<file path="src/rtl/rfb_pkg.sv">
package rfb_pkg;

   // Chunk size codes; the numeric order is used for lane selection.
   typedef enum logic [1:0] {
      SZ_BYTE  = 2'b00,
      SZ_HALF  = 2'b01,
      SZ_WORD  = 2'b10,
      SZ_DWORD = 2'b11
   } chunk_sz_e;

   localparam int CHUNK_KINDS = 4;
   localparam int READ_PORTS  = 2;

endpackage

</file>
<file path="src/rtl/rfb_chunk_mask.sv">
module rfb_chunk_mask #(
   parameter int DATA_W = 64
) (
   input  logic [1:0]        size,
   input  logic              simd,
   output logic [DATA_W-1:0] mask
);

   for (genvar b = 0; b < DATA_W; b++) begin : g_bit
      localparam int LANE = (b < DATA_W/8) ? 0 :
                            (b < DATA_W/4) ? 1 :
                            (b < DATA_W/2) ? 2 : 3;
      assign mask[b] = simd | (size >= LANE[1:0]);
   end

endmodule

</file>
<file path="src/rtl/rfb_zero_detect.sv">
module rfb_zero_detect #(
   parameter int DATA_W = 64
) (
   input  logic [DATA_W-1:0]                 data,
   output logic [rfb_pkg::CHUNK_KINDS-1:0]   zf
);

   for (genvar k = 0; k < rfb_pkg::CHUNK_KINDS; k++) begin : g_lane
      localparam int CW = DATA_W >> (rfb_pkg::CHUNK_KINDS - 1 - k);
      assign zf[k] = ~|data[CW-1:0];
   end

endmodule

</file>
<file path="src/rtl/rfb_read_port.sv">
module rfb_read_port #(
   parameter int DATA_W = 64,
   parameter int AW     = 4
) (
   input  logic                            rd_en,
   input  logic [AW-1:0]                   rd_addr,
   input  logic [1:0]                      rd_size,
   input  logic                            pend_vld,
   input  logic [AW-1:0]                   pend_addr,
   input  logic [1:0]                      pend_eff_size,
   input  logic [DATA_W-1:0]               pend_data,
   input  logic [rfb_pkg::CHUNK_KINDS-1:0] pend_zf,
   input  logic [DATA_W-1:0]               arr_data,
   input  logic [rfb_pkg::CHUNK_KINDS-1:0] arr_zf,
   output logic [DATA_W-1:0]               rd_data,
   output logic                            rd_zero,
   output logic                            hazard
);

   logic hit;
   logic same_size;
   logic fwd;

   assign hit       = rd_en & pend_vld & (rd_addr == pend_addr);
   assign same_size = (rd_size == pend_eff_size);
   assign fwd       = hit & same_size;
   assign hazard    = hit & ~same_size;

   always_comb begin
      if (fwd) begin
         rd_data = pend_data;
         rd_zero = pend_zf[rd_size];
      end else begin
         rd_data = arr_data;
         rd_zero = arr_zf[rd_size];
      end
   end

endmodule

</file>
<file path="src/rtl/rfb_subword_regfile.sv">
module rfb_subword_regfile #(
   parameter int DATA_W = 64,
   parameter int NREGS  = 16
) (
   input  logic                      clk,
   input  logic                      rst_n,
   input  logic                      wr_en,
   input  logic [$clog2(NREGS)-1:0]  wr_addr,
   input  logic [1:0]                wr_size,
   input  logic                      wr_simd,
   input  logic [DATA_W-1:0]         wr_data,
   input  logic                      rd0_en,
   input  logic [$clog2(NREGS)-1:0]  rd0_addr,
   input  logic [1:0]                rd0_size,
   output logic [DATA_W-1:0]         rd0_data,
   output logic                      rd0_zero,
   input  logic                      rd1_en,
   input  logic [$clog2(NREGS)-1:0]  rd1_addr,
   input  logic [1:0]                rd1_size,
   output logic [DATA_W-1:0]         rd1_data,
   output logic                      rd1_zero,
   output logic                      stall
);
   import rfb_pkg::*;

   localparam int AW = $clog2(NREGS);
   localparam int NP = READ_PORTS;
   localparam int ZW = CHUNK_KINDS;

   // Elaboration-time parameter checks
   if (DATA_W < 8 || (DATA_W % 8) != 0) begin : g_bad_width
      $error("DATA_W must be a positive multiple of 8");
   end
   if (NREGS < 2 || (1 << AW) != NREGS) begin : g_bad_depth
      $error("NREGS must be a power of two, at least 2");
   end

   // Register array and per-size zero flags
   logic [DATA_W-1:0] regs_q [NREGS];
   logic [ZW-1:0]     zf_q   [NREGS];

   // Pending write slot
   logic              pend_vld;
   logic [AW-1:0]     pend_addr;
   logic [1:0]        pend_size;
   logic              pend_simd;
   logic [DATA_W-1:0] pend_data;
   logic [1:0]        pend_eff_size;
   logic [ZW-1:0]     pend_zf;

   assign pend_eff_size = pend_simd ? 2'(SZ_DWORD) : pend_size;

   // Commit path: merge pending chunk onto the stored word
   logic [DATA_W-1:0] commit_mask;
   logic [DATA_W-1:0] commit_old;
   logic [DATA_W-1:0] commit_word;
   logic [ZW-1:0]     commit_zf;

   rfb_chunk_mask #(.DATA_W(DATA_W)) u_mask (
      .size (pend_size),
      .simd (pend_simd),
      .mask (commit_mask)
   );

   assign commit_old  = regs_q[pend_addr];
   assign commit_word = (commit_old & ~commit_mask) | (pend_data & commit_mask);

   rfb_zero_detect #(.DATA_W(DATA_W)) u_commit_zd (
      .data (commit_word),
      .zf   (commit_zf)
   );

   // Zero flags of the raw pending word, used when forwarding
   rfb_zero_detect #(.DATA_W(DATA_W)) u_pend_zd (
      .data (pend_data),
      .zf   (pend_zf)
   );

   always_ff @(posedge clk) begin
      if (!rst_n) begin
         pend_vld  <= 1'b0;
         pend_addr <= '0;
         pend_size <= 2'(SZ_BYTE);
         pend_simd <= 1'b0;
         pend_data <= '0;
         for (int r = 0; r < NREGS; r++) begin
            regs_q[r] <= '0;
            zf_q[r]   <= '1;
         end
      end else begin
         pend_vld <= wr_en;
         if (wr_en) begin
            pend_addr <= wr_addr;
            pend_size <= wr_size;
            pend_simd <= wr_simd;
            pend_data <= wr_data;
         end
         if (pend_vld) begin
            regs_q[pend_addr] <= commit_word;
            zf_q[pend_addr]   <= commit_zf;
         end
      end
   end

   // Read ports
   logic              rp_en     [NP];
   logic [AW-1:0]     rp_addr   [NP];
   logic [1:0]        rp_size   [NP];
   logic [DATA_W-1:0] rp_data   [NP];
   logic              rp_zero   [NP];
   logic [NP-1:0]     rp_hazard;

   assign rp_en[0]   = rd0_en;
   assign rp_addr[0] = rd0_addr;
   assign rp_size[0] = rd0_size;
   assign rp_en[1]   = rd1_en;
   assign rp_addr[1] = rd1_addr;
   assign rp_size[1] = rd1_size;

   for (genvar p = 0; p < NP; p++) begin : g_port
      rfb_read_port #(.DATA_W(DATA_W), .AW(AW)) u_port (
         .rd_en         (rp_en[p]),
         .rd_addr       (rp_addr[p]),
         .rd_size       (rp_size[p]),
         .pend_vld      (pend_vld),
         .pend_addr     (pend_addr),
         .pend_eff_size (pend_eff_size),
         .pend_data     (pend_data),
         .pend_zf       (pend_zf),
         .arr_data      (regs_q[rp_addr[p]]),
         .arr_zf        (zf_q[rp_addr[p]]),
         .rd_data       (rp_data[p]),
         .rd_zero       (rp_zero[p]),
         .hazard        (rp_hazard[p])
      );
   end

   assign rd0_data = rp_data[0];
   assign rd0_zero = rp_zero[0];
   assign rd1_data = rp_data[1];
   assign rd1_zero = rp_zero[1];
   assign stall    = |rp_hazard;

endmodule

</file>
<file path="config.mk">
export PLATFORM = sky130hd
export DESIGN_NAME = rfb_subword_regfile
export DESIGN_NICKNAME = d
export VERILOG_FILES = /design/src/rtl/rfb_pkg.sv /design/src/rtl/rfb_chunk_mask.sv /design/src/rtl/rfb_zero_detect.sv /design/src/rtl/rfb_read_port.sv /design/src/rtl/rfb_subword_regfile.sv
export SDC_FILE = /design/constraint.sdc
export NUM_CORES = 2
export LEC_CHECK = 0
export ABC_AREA = 0
export BUFFER_PORTS_ARGS = -buffer_cell sky130_fd_sc_hd__buf_2
export CAP_MARGIN = 30
export CORE_AREA = 2 2 441 443
export DETAILED_ROUTE_END_ITERATION = 12
export DIE_AREA = 0 0 443 445
export MAX_ROUTING_LAYER = met4
export SYNTH_ARGS = -nofsm -noshare
export SYNTH_HDL_FRONTEND = slang
export SYNTH_SLANG_ARGS = --single-unit
export TNS_END_PERCENT = 1
</file>
<file path="constraint.sdc">
create_clock -name clk -period 8.3 [get_ports clk]
set_input_delay 1.245 -clock clk [delete_from_list [all_inputs] [get_ports clk]]
set_output_delay 1.245 -clock clk [all_outputs]
set_load 0.005 [all_outputs]
</file>
==> impl_metrics.ini <==
[power]
clockPowerShare_pct = 40.4
seqPwrFrac_pct = 44.6
powerDensity_nw_per_um2 = 203
p_leak_nw = 25.5
internal_power_mw = 11.1
peakVddDrop_v = 0.000176
sw_frac_of_total_pct = 27.6
p_comb_share_pct = 15.0
switchingPower_mw = 4.23

[cells_and_area]
syn_to_final_growth_pct = 12.8
drive_gt1_share_pct = 34.7
seqCellArea_um2 = 34200
nFillCells = 17600
fin_nets = 4642
multi_input_area_um2 = 30900

[placement]
port-buffer-count = 218
post-dp-hpwl_mm = 143
routabilityCongestion = 0.855
pre_cts_ws_ns = 2.64

[setup_path]
critPathLaunchType = primary input
crit_path_end = rd1_zero
end_kind = output pin
cp.arrival_ns = 4.43
reg2reg_depth = 9
cp.required_ns = 7.05
critical_path_class = in2out
r2r_end = zf_q[12][3]
crit_start = rd1_addr[1]
r2r_slack_ns = 2.73
path_max_fanout = 67

[global_route]
grt_use_met2_pct = 41.1
grt_pass1_vias = 45900
grt_max_degree = 122
grt_use_met1_pct = 32.0
grt_overflow = 0
top_usage_layer = met2
grtUsageTotal_pct = 25.9
grt_pass1_wl_mm = 353
gr-usage-met3_pct = 4.48
antenna_found_initial = 9

[timing]
finalCritPeriodShare_pct = 68.3
max_freq_ghz = 0.176
hold_violations = 0
rsz0062_at_grt = false
tightestPinTransition_ns = 1.12
slew_violations = 0
fin_worst_skew_ns = 0.0487
worst_slack_ns = 2.63
tns_ns = 0
setup_violations = 0
relSlewSlack_pct = 25.5
period_minus_slack_ns = 5.67

[logic_synthesis]
avgSynthCellArea_um2 = 14.8
synth_flop_cell = edfxtp_1
yosysSeqAreaShare_pct = 51.1
ys_ff_latch = 1164
synthArstFlopShare_pct = 0
ys.warnings.count = 0
synth.distinct_cells = 60
yosys.area.top_type = edfxtp_1
synthCells = 4532
synth-edff-count = 1088
synth_area_um2 = 66900
synth.area.top_cells = edfxtp_1 49%, mux4_2 27%, nor2_1 5.3%
synth_nets = 4620
netlist.area_leader.share_pct = 48.8

[clocking]
cts_sinks = 1164
path_clk_slew_ns = 0.05
post_cts_buffers = 0
cts_tree = built
cts_buffers = 140
ctsResizeCount = 0
cts_max_level = 4
cts.path.max_buffers = 3
cts_root_buffer = clkbuf_16
clkLatencyLatePin_ns = 0.84
postCtsHoldBufs = 0

[die]
die_x_um = 443
ios = 219
start_util_pct = 34.9
rows = 161
core_um2 = 192000
die_area_um2 = 197000
die_h_um = 445

[job]
drv_cap = 0

[drt]
drtAntennaViolNets = 0
drt_iter0_drc = 7143
drcViolationCount = 0
avgRoutedWirePerCell_um = 35.1
totalWireLength_mm = 253
vias_per_cell = 6.41
vias = 46200
firstDrtPassIters = 5

[worst_hold_path]
hold_path_class = reg2reg

[status]
status = completed
==> how the worst min path moves through the flow <==
stage / startpoint / end / cells after the start
final: pend_data[45] / pend_data[45] / 2
after global routing: pend_data[19] / pend_data[19] / 2
after CTS: pend_data[45] / pend_data[45] / 2
after detailed placement: pend_data[45] / pend_data[45] / 2
after global placement: pend_data[45] / pend_data[45] / 2
after floorplan: pend_data[11] / pend_data[11] / 2
==> state kept, by name (all words and copies together), names as in the netlist, named ones only <==
name / cells
pend_size: 2
pend_simd: 1
pend_vld: 1
zf_q: 64
pend_addr: 4
pend_data: 64
regs_q: 1024
==> logic make-up after synthesis <==
group           after synthesis  synth area share, %
mux                        1245                 34.0
xor+xnor                      7               0.0916
buf+inv                     501                 3.19
simple gates               1406                 9.07
flops                      1164                 51.1
compound gates              209                 2.59
==> worst max-delay path, stage by stage <==
cell	delay, ns
buf_8	0.41
buf_4	0.71
mux4_2	0.40
mux4_2	0.49
mux4_2	0.52
nand2_1	0.09
o21ai_0	0.22
buf_2	0.22
==> placed cells by master (no fill, tap or decap), drive strengths merged, types with 42 or more instances in the layout <==
cell       n
nor2     940
edfxtp  1088
and2      42
mux2i    282
nand2    141
a22oi     62
mux4     805
clkinv    61
clkbuf   179
buf      374
dfxtp     76
mux2     158
and3     104
nor2b     79
==> routing by layer <==
layer / wire length (µm) / share of wire, %
met3: 25100 / 9.9
met5: 0 / 0
met2: 121000 / 48
met4: 14600 / 5.8
met1: 91900 / 36
==> power by group through the flow <==
stage / logic (mW) / clock network, mW / registers, mW
finish: 2.30 / 6.20 / 6.84
global route: 2.38 / 6.45 / 6.86
CTS: 2.28 / 6.24 / 6.83
detailed placement: 2.27 / 0 / 6.95
global placement: 2.26 / 0 / 6.94
floorplan: 1.48 / 0 / 6.85
==> cell usage after synthesis (3+ instances only) <==
| cell type | count |
|---|---|
| nand4_1 | 24 |
| a32o_1 | 6 |
| a211oi_1 | 7 |
| buf_1 | 69 |
| clkbuf_1 | 363 |
| mux2i_1 | 282 |
| nor3_1 | 14 |
| and2_1 | 42 |
| nand2_1 | 141 |
| and3_1 | 104 |
| o21a_1 | 4 |
| a221oi_2 | 15 |
| nor2b_1 | 79 |
| o21ai_0 | 4 |
| edfxtp_1 | 1088 |
| a221oi_1 | 16 |
| buf_6 | 27 |
| o31ai_1 | 3 |
| xor2_1 | 6 |
| a21oi_2 | 5 |
| o21ai_1 | 15 |
| mux2_2 | 153 |
| a22oi_1 | 62 |
| nor2_1 | 940 |
| a21oi_1 | 14 |
| o22ai_1 | 15 |
| mux2_1 | 5 |
| a221oi_4 | 3 |
| nand2b_1 | 7 |
| a2111oi_0 | 4 |
| nor4_1 | 17 |
| buf_4 | 3 |
| a221o_1 | 5 |
| buf_2 | 34 |
| a22o_1 | 3 |
| or3_1 | 5 |
| dfxtp_1 | 76 |
| nand3_1 | 21 |
| inv_1 | 5 |
| o21ai_2 | 10 |
| o221ai_1 | 4 |
| and4_1 | 4 |
| mux4_2 | 805 |
==> metrics by stage <==
step           cells  utilization (%)  area [µm²]  power [mW]  hold WS [ns]
6_report        7203             39.3       75500        15.3         0.586
5_1_grt         7200             39.3       75500        15.7         0.609
4_1_cts         7193             39.3       75400        15.4         0.586
3_5_place_dp    6935             36.9       70900        9.22         0.578
3_3_place_gp    6923             36.8       70700        9.19         0.569
2_1_floorplan   4532                -       66900        8.33         0.528
==> layout make-up <==
type / instances / area share (%)
sequential: 1164 / 45.3
multi-input combinational: 2867 / 41.0
clock buffer: 179 / 4.94
tap: 2526 / 4.19
timing repair buffer: 376 / 3.46
clock inverter: 79 / 1.10
inverter: 5 / 0.0249
antenna: 7 / 0.0232
Power figures use the tool's default switching activity.
